<file path="src/rtl/xroad_light_ctrl.sv">
module xroad_light_ctrl #(
  parameter int SHORT_TICKS = 4,
  parameter int LONG_TICKS  = 16
) (
  input  logic clk,
  input  logic rst_n,
  input  logic car_waiting,
  output logic tmr_start,
  output logic hwy_green,
  output logic hwy_yellow,
  output logic hwy_red,
  output logic farm_green,
  output logic farm_yellow,
  output logic farm_red
);
  localparam int SW = $clog2(SHORT_TICKS + 1);
  localparam int LW = $clog2(LONG_TICKS + 1);

  localparam logic [1:0] HWY_GO   = 2'b00;
  localparam logic [1:0] HWY_WARN = 2'b01;
  localparam logic [1:0] FARM_GO  = 2'b11;
  localparam logic [1:0] FARM_WARN = 2'b10;

  logic [1:0]    state, state_nx;
  logic [SW-1:0] short_cnt;
  logic [LW-1:0] long_cnt;
  logic          short_done, long_done;

  assign short_done = (short_cnt == '0);
  assign long_done  = (long_cnt == '0);

  always_comb begin
    state_nx  = state;
    tmr_start = 1'b0;
    case (state)
      HWY_GO:    if (long_done && car_waiting)  begin state_nx = HWY_WARN;  tmr_start = 1'b1; end
      HWY_WARN:  if (short_done)                begin state_nx = FARM_GO;   tmr_start = 1'b1; end
      FARM_GO:   if (long_done && !car_waiting) begin state_nx = FARM_WARN; tmr_start = 1'b1; end
      default:   if (short_done)                begin state_nx = HWY_GO;    tmr_start = 1'b1; end
    endcase
  end

  always_ff @(posedge clk or negedge rst_n) begin
    if (!rst_n) begin
      state     <= HWY_GO;
      short_cnt <= SW'(SHORT_TICKS);
      long_cnt  <= LW'(LONG_TICKS);
    end else begin
      state <= state_nx;
      if (tmr_start) begin
        short_cnt <= SW'(SHORT_TICKS);
        long_cnt  <= LW'(LONG_TICKS);
      end else begin
        if (!short_done) short_cnt <= short_cnt - SW'(1);
        if (!long_done)  long_cnt  <= long_cnt - LW'(1);
      end
    end
  end

  assign hwy_green   = (state == HWY_GO);
  assign hwy_yellow  = (state == HWY_WARN);
  assign hwy_red     = state[1];
  assign farm_green  = (state == FARM_GO);
  assign farm_yellow = (state == FARM_WARN);
  assign farm_red    = ~state[1];
endmodule

</file>
<file path="config.mk">
export PLATFORM = sky130hd
export DESIGN_NAME = xroad_light_ctrl
export DESIGN_NICKNAME = d
export VERILOG_FILES = /design/src/rtl/xroad_light_ctrl.sv
export SDC_FILE = /design/constraint.sdc
export NUM_CORES = 1
export LEC_CHECK = 0
export CAP_MARGIN = 10
export CORE_MARGIN = 3
export CORE_UTILIZATION = 46
export CTS_CLUSTER_DIAMETER = 200
export CTS_CLUSTER_SIZE = 12
export DETAILED_ROUTE_END_ITERATION = 12
export PLACE_DENSITY = 0.72
export SKIP_LAST_GASP = 1
export SLEW_MARGIN = 20
export SYNTH_ARGS = -nofsm -noshare
export SYNTH_HDL_FRONTEND = slang
export SYNTH_SLANG_ARGS = --single-unit
</file>
<file path="constraint.sdc">
create_clock -name clk -period 1.6 [get_ports clk]
set_input_delay 0.16 -clock clk [delete_from_list [all_inputs] [get_ports clk]]
set_output_delay 0.16 -clock clk [all_outputs]
set_load 0.01 [all_outputs]
</file>
Word level (Yosys, flattened, before mapping)
Cells that the tools add are included.

storage, ports and cells
  register bits after elaboration = 10
  latch bits = 0
  RAM bits = 0
  memory bits (read-only) = 0
  output and inout port bits = 7
  logic and storage cells = 35
  memories = 0

operators by class
  add/subtract/negate cells = 2
  $mul = 0
  divide/modulo/power cells = 0
  $lt $le $gt $ge = 0
  equality and inequality tests = 8
  shift operators = 0
  muxes and demuxes = 13
  bitwise gates (word level) = 1
  reduce and logical (&&, ||, !) cells = 8

operator list
  cell                                                                   count
  5-bit 2-to-1 mux                                                       2
  2-bit 2-to-1 mux                                                       4
  3-bit 2-to-1 mux                                                       2
  2-bit by 1-bit != test with 1-bit output, second input constant        3
  2-bit one-hot mux with 3 select lines                                  1
  5-bit zero test                                                        1
  5-bit by 1-bit subtractor with 5-bit output, second input constant     1
  2-bit equality test, second input constant                             2
  2-bit != test, second input constant                                   2
  4-bit AND reduction                                                    1
  3-bit zero test                                                        1
  1-bit 2-to-1 mux                                                       3
  3-bit nonzero test                                                     1
  3-bit by 1-bit subtractor with 3-bit output, second input constant     1
  2-bit by 1-bit equality test with 1-bit output, second input constant  1
  1-bit logical AND                                                      2
  2-bit zero test                                                        1
  1-bit one-hot mux with 2 select lines                                  1
  1-bit zero test                                                        1
  1-bit NOT                                                              1

Logic depth before layout (Yosys ltp)
Gate-level depths: netlist of the first run.

  word-level depth = 5
  gate-level depth with buffers = 6
  gate-level depth less buffers = 5

Worst setup path before layout of the first run
OpenSTA, ideal clock, no wires.

  kind = register to register
  start point = register long_cnt[0]
  end point = register long_cnt[3]
  setup time = 151 ps
  arrival time = 1622 ps
  setup slack = -173 ps
  stages on the path, launching flop included = 6
  buffers on the path = 0
  period minus slack after synthesis = 1773 ps
  cells stage by stage = dfrtp_1 -> inv_1 -> ha_1 -> or4b_4 -> o31ai_1 -> a21oi_1

on the way
  word-level cells in the longest chain between the ends = 5
  elaborated cells on any way between the ends = 10

RTL lines
  what                                                                RTL line  source
  start: declaration                                                  26        logic [LW-1:0] long_cnt;
  start signal: assignment                                            47        long_cnt <= LW'(LONG_TICKS);
  start signal: assignment                                            52        long_cnt <= LW'(LONG_TICKS);
  start signal: assignment                                            55        if (!long_done) long_cnt <= long_cnt - LW'(1);
  5-bit zero test *                                                   30        assign long_done = (long_cnt == '0);
  1-bit logical AND, on equally long branches                         38, 36
  1-bit 2-to-1 mux, on equally long branches                          38, 36
  1-bit one-hot mux with 2 select lines *                             35        case (state)
  via tmr_start                                                       8         output logic tmr_start,
  2-bit != test (no line) / 5-bit 2-to-1 mux (equally long branches)  n/a

The timed path passes the listed nets; every way through them passes the cells marked *. The select of a mux whose other input is x is not followed.
A chain may end at the register's enable or synchronous reset.

Final worst setup path of the first run
  start point = register long_cnt[0]
  end point = output tmr_start

on the way
  word-level cells in the longest chain between the ends = 4
  elaborated cells on any way between the ends = 6

RTL lines
  what                                         RTL line
  5-bit zero test *                            30
  1-bit logical AND, on equally long branches  38, 36
  1-bit 2-to-1 mux, on equally long branches   38, 36
  1-bit one-hot mux with 2 select lines *      35
  end: declaration                             8

Mark *: on every way between the ends. The rest lies on a longest branch, timed or not.

==> metrics.cfg, run 1 <==
[min_path]
hp-class=in2async

[die]
ioPinCount=10
dieHeight_um=43.9
start_util_pct=50.2
core_mm2=0.00132
dieArea_mm2=0.00193
rows=13
die_w_um=43.9

[clock_network]
htreeDepth=1
cts_sinks=10
cts_tree=yes
cts_buffers=3
worst_skew_pair.late_latency_ns=0.26
hold_buffers=0
cts.path.max_buffers=2
clkTransAtPathRegs_ns=0.07
clock-root-buffer=clkbuf_4

[route]
via_per_inst=5.50
vias=665
antenna_left=0
drt_wl_total_mm=1.91
first_pass_iters=4
routedWlPerCell_um=15.8
drtIter0Drc=16
drc_errors=0

[logic_synthesis]
ys_types=28
syn_inst=67
ys.warnings.count=0
synth_ff_type=dfrtp_1
synth_area_leaders=dfrtp_1 30%, ha_1 13%, dfstp_2 7.9%
syn_area_per_cell_um2=9.88
ys_async_sr_fraction_pct=100
synth_enable_flop_cells=0
synth_top_area_share_pct=30.2
yosysSeqAreaShare_pct=38.2
synth_commonest_cells=8 x dfrtp_1, 8 x inv_1, 7 x ha_1
syn_area_um2=662
syn_nets=77
ys_ff_latch=10
synth_area_leader_cell=dfrtp_1

[run]
drv_cap=0

[sta]
finalCriticalPeriod_ns=1.93
max_slew_margin_pct=69.3
finalHoldViolations=0
setup_viol=9
rsz0062_at_grt=true
worst_pin_slew_ns=0.458
fin_crit_sh_pct=120
slew_viol_final=0
finClkSkew_ns=0.00593
whs_ns=0.208
worst_slack_ns=-0.326
fmax_mhz=519

[setup_path]
crit_path_start_kind=register
reg2reg_to=short_cnt[0]$_DFFE_PN0P_
cp-end-kind=output pin
path_cells=inv_2 -> ha_4 -> or4b_4 -> o31ai_4 -> buf_2
max_stage_delay_ns=0.49
cp.required_ns=1.44
r2r_start=long_cnt[0]$_DFFE_PN0P_
slowest_stage=or4b_4
regToRegSetupSlack_ns=-0.32
rr_worst_depth=6
critPathArrivalTime_ns=1.77
cp_max_fo=2
path_class=reg2out

[pwr]
switchingPower_w=0.00103
seqPwrFrac_pct=18.6
cell_internal_pwr_w=0.00156
power.leakage_nw=0.547
swShare_pct=39.9
p_comb_share_pct=72.6
peakVddDrop_mv=1.48
pwr-share-clk_pct=8.8
power_density_mw_per_mm2=2360

[global_route]
grtUsageTotal_pct=19.9
antenna_found_initial=0
grt_pass1_wl_mm=2.80
first_global_vias=676
grt_max_degree=11
grt-ovfl-total=0

[outcome]
outcome=finished with violations
violations=setup timing

[placement]
place_congestion=0.790
pre_cts_ws_ns=-0.542
dp_hpwl_mm=1.19
io_buffers=9
dp_cells=109

[final_layout]
drive_gt1_share_pct=49.1
diodes=0
postLayoutCoreUtil_pct=83.4
syn_to_final_growth_pct=66.0
fin_nets=117
nFillCells=79
instances_no_fill=121

routing by layer:
metal	vias up	track usage (%)	wire [um]
met3	6	3.32	39
met4	0	15.1	66
met5	-	0	0
li1	317	-	-
met1	329	22.2	755
met2	13	33.1	1050
worst max-delay path, delay by kind of cell, from the launching register on:
kind                       cells  cell delay, ns
and+or+nand+nor                1            0.49
AOI/OAI and AO/OA              1            0.22
adders and majority gates      1            0.14
buffers and inverters          2            0.26
DFF                            1            0.40
worst max-delay path by stage:
stage,start,end,slack [ns]
floorplan,long_cnt[0]$_DFFE_PN0P_,short_cnt[0]$_DFFE_PN0P_,-0.16
global placement,long_cnt[0]$_DFFE_PN0P_,tmr_start,-0.46
detailed placement,long_cnt[0]$_DFFE_PN0P_,tmr_start,-0.54
CTS,long_cnt[0]$_DFFE_PN0P_,tmr_start,-0.36
global route,long_cnt[0]$_DFFE_PN0P_,tmr_start,-0.41
finish,long_cnt[0]$_DFFE_PN0P_,tmr_start,-0.33
metrics by stage:
stage / area (um^2) / total power, W / setup TNS, ns
floorplan: 673 / 0.00128 / -0.345
global placement: 920 / 0.00187 / -1.13
detailed placement: 920 / 0.00193 / -1.51
CTS: 1030 / 0.00232 / -1.35
global route: 1100 / 0.00279 / -2.12
finish: 1100 / 0.00259 / -1.43
cells by family after synthesis:
| logic type | count (synthesis) | share of synthesized area, % |
|---|---|---|
| simple gates | 19 | 17.6 |
| fa+ha+maj | 7 | 13.2 |
| mux | 5 | 7.75 |
| buf+inv | 9 | 5.10 |
| compound gates | 17 | 18.1 |
| flops | 10 | 38.2 |
registers in the layout, summed over array words and instances (netlist names):
register	count
long_cnt	5
short_cnt	3
state	2
repair_timing:
item                                    4_1_cts  5_1_grt
setup buffers                                 5        5
endpoints found under the setup margin       12       10
resized for setup                            18       10
hold endpoints to repair                      0        0
pin swaps                                     4        6
power groups by stage:
stage	sequential (W)	combinational, W	clock [W]
after floorplan	0.000499	0.000778	0
after global placement	0.000476	0.00139	0
after detailed placement	0.000481	0.00145	0
after CTS	0.000478	0.00161	0.000224
after global routing	0.000502	0.00205	0.000243
final	0.000482	0.00188	0.000228
layout make-up:
class | count | area (um^2) | share of cell area, %
clock buffers | 4 | 36.3 | 3.30
flip-flops and latches | 10 | 253 | 23.0
repair buffers | 36 | 298 | 27.1
multi-input cells | 48 | 463 | 42.1
inverters | 8 | 30.0 | 2.73
well taps | 15 | 18.8 | 1.71
placed cells by master (no fill, tap or decap), types with 3 or more instances in the layout:
cell type        Yosys  layout
inv_1                8       5
dfrtp_1              8       8
ha_1                 7       5
nor2_1               4       4
mux2i_1              4       3
buf_6                0       4
clkdlybuf4s50_1      0       4
inv_2                0       3
a21oi_2              0       3
buf_4                0      23
clkbuf_4             0       3
dlygate4sd2_1        0       4
No activity file was read; power rests on OpenSTA's default activity.
==> inputs of run 2 (changes only) <==
--- a/config.mk
+++ b/config.mk
@@ -11,6 +11,7 @@
 export CTS_CLUSTER_DIAMETER = 200
 export CTS_CLUSTER_SIZE = 12
 export DETAILED_ROUTE_END_ITERATION = 12
+export HOLD_SLACK_MARGIN = 0.02
 export PLACE_DENSITY = 0.72
 export SKIP_LAST_GASP = 1
 export SLEW_MARGIN = 20
==> constraint.sdc (replaced) <==
create_clock -name clk -period 1.6 [get_ports clk]
set_input_delay 0.24 -clock clk [delete_from_list [all_inputs] [get_ports clk]]
set_output_delay 0.24 -clock clk [all_outputs]
set_load 0.01 [all_outputs]
==> run 2 against run 1 <==
The run still ends with setup timing left. Critical path depth stayed put. Setup slack worse by 0.042 ns. Hold slack better by 0.098 ns. Final cell count stayed put. Die area stayed put. Sequential cell count stayed put. Total power is 8.0% lower. Core utilization is 3.3 points lower. Sequential share of layout area is 0.96 points higher. Register-to-register slack worse by 0.02 ns. Fmax is 2.2% lower.
==> metrics.cfg, run 2 (synthesis results as in run 1) <==
[route]
via_per_inst=5.25  ; -4.5%
first_pass_iters=4  ; unchanged
drt_wl_total_mm=1.74  ; -9.0%
vias=635  ; -4.5%
drtIter0Drc=11  ; -5
drc_errors=0  ; unchanged
antenna_left=0  ; unchanged
routedWlPerCell_um=14.4  ; -9.0%

[sta]
rsz0062_at_grt=true
worst_slack_ns=-0.369  ; -0.0425 ns
finalHoldViolations=0  ; unchanged
finalCriticalPeriod_ns=1.97  ; +0.0425 ns
max_slew_margin_pct=67.5  ; -1.9 points
setup_viol=6  ; -3
fin_crit_sh_pct=123  ; +2.7 points
worst_pin_slew_ns=0.486  ; +0.0277 ns
slew_viol_final=0  ; unchanged
fmax_mhz=508  ; -2.2%
finClkSkew_ns=0.00602  ; +0.0000930 ns

[die]
start_util_pct=50.2  ; unchanged
ioPinCount=10  ; unchanged
dieArea_mm2=0.00193  ; unchanged
die_w_um=43.9  ; unchanged
core_mm2=0.00132  ; unchanged
rows=13  ; unchanged
dieHeight_um=43.9  ; unchanged

[setup_path]
crit_path_start_kind=register
slowest_stage=or4b_4
max_stage_delay_ns=0.48  ; about the same
cp_top_family=simple AND/OR/NAND/NOR gates
path_buf_inv=2  ; unchanged
cp.required_ns=1.36  ; -0.08 ns
path_cells=inv_2 -> ha_4 -> or4b_4 -> o31ai_4 -> buf_2
critPathArrivalTime_ns=1.73  ; -0.04 ns
path_class=reg2out
cp-end-kind=output pin
cp_max_fo=2  ; unchanged

[pwr]
cell_internal_pwr_w=0.00143  ; -8.0%
pwr-share-clk_pct=7.6  ; -1.2 points
power_density_mw_per_mm2=2260  ; -4.2%
peakVddDrop_mv=1.19  ; -19%
p_total_w=0.00238  ; -8.0%
switchingPower_w=0.000951  ; -8.0%
seqPwrFrac_pct=20.4  ; +1.8 points
swShare_pct=39.9  ; about the same
p_comb_share_pct=72.0  ; -0.6 points
power.leakage_nw=0.531  ; -2.8%

[final_layout]
instances_no_fill=121  ; unchanged
fin_nets=117  ; unchanged
diodes=0  ; unchanged
drive_gt1_share_pct=49.1  ; unchanged
final_cell_area_mm2=0.00105  ; -4.0%
layout_common_cells=24 x buf_4, 8 x dfrtp_1, 5 x inv_1, 5 x ha_1
final_common_cell=buf_4
top_regs=long_cnt: 5 flops, short_cnt: 3 flops, state: 2 flops
largest_reg_flops=5  ; unchanged
top_register=long_cnt
syn_to_final_growth_pct=59.4

[global_route]
grt_pass1_wl_mm=2.88  ; +3.0%
grt-ovfl-total=0  ; unchanged
grtUsageTotal_pct=20.1  ; +0.26 points
first_global_vias=685  ; +1.3%
antenna_found_initial=0  ; unchanged
grt_max_degree=11  ; unchanged

[min_path]
hp-class=in2async

[placement]
io_buffers=9  ; unchanged
dp_cells=114  ; +4.6%
pre_cts_ws_ns=-0.566  ; -0.0244 ns
dpl_cell_area_um2=957  ; +4.1%
dp_hpwl_mm=1.30  ; +9.5%
place_congestion=0.720  ; -8.8%

[clock_network]
cts.path.max_buffers=2  ; unchanged
clkTransAtPathRegs_ns=0.07  ; about the same
clock-root-buffer=clkbuf_4
hold_buffers=0  ; unchanged
cts_sinks=10  ; unchanged
htreeDepth=1  ; unchanged
cts_tree=yes
cts_buffers=3  ; unchanged
worst_skew_pair.late_latency_ns=0.26  ; about the same

[outcome]
outcome=finished with violations
violations=setup timing

[run]
drv_cap=0  ; unchanged

run 2: power by group through the flow:
stage	Combinational (W)	Sequential [W]	Clock [W]
after global routing	0.00189	0.000498	0.000199
after global placement	0.00146	0.000475	0
after floorplan	0.000778	0.000499	0
after detailed placement	0.00153	0.000483	0
after CTS	0.00163	0.000483	0.000186
final	0.00172	0.000487	0.000180
run 2: worst paths after layout:
check / from / to / slack (ns) / cells after the start
setup / recovery: long_cnt[0]$_DFFE_PN0P_ / tmr_start / -0.37 / 5
hold / removal: rst_n / long_cnt[2]$_DFFE_PN0P_ / 0.31 / 1
hold reg to reg: short_cnt[1]$_DFFE_PN0P_ / short_cnt[1]$_DFFE_PN0P_ / 0.53 / 1
min in group clk: short_cnt[1]$_DFFE_PN0P_ / short_cnt[1]$_DFFE_PN0P_ / 0.53 / 1
max in group asynchronous: rst_n / short_cnt[2]$_DFFE_PN1P_ / 0.94 / 1
setup reg to reg: long_cnt[0]$_DFFE_PN0P_ / short_cnt[0]$_DFFE_PN0P_ / -0.34 / 6
run 2: area by class of cell:
cell class	count	area (um^2)
Multi-Input combinational cell	48	440
Timing Repair Buffer	36	287
Fill cell	93	263
Sequential cell	10	253
Inverter	8	30.0
Clock buffer	4	26.3
Tap cell	15	18.8
run 2: metal layers:
metal  vias to the layer above  GRT usage (%)  share of wire (%)
met5                         -              0                  0
li1                        315              -                  -
met4                         0           6.02               0.57
met3                         2           4.56                2.0
met2                         9           36.6                 57
met1                       309           23.0                 40
run 2: per-stage QoR:
stage          utilization (%)  TNS (ns)  hold WS, ns
3_5_place_dp              72.6     -1.71        0.492
5_1_grt                   80.1     -1.76        0.314
4_1_cts                   78.2     -1.34        0.296
2_1_floorplan                -    -0.410      -0.0556
3_3_place_gp              72.6     -1.28        0.493
6_report                  80.1     -1.38        0.306
run 2: timing repair:
action,in CTS,in global routing
setup buffers,2,1
pin swaps,2,2
endpoints found under the setup margin,14,12
resized for setup,20,10
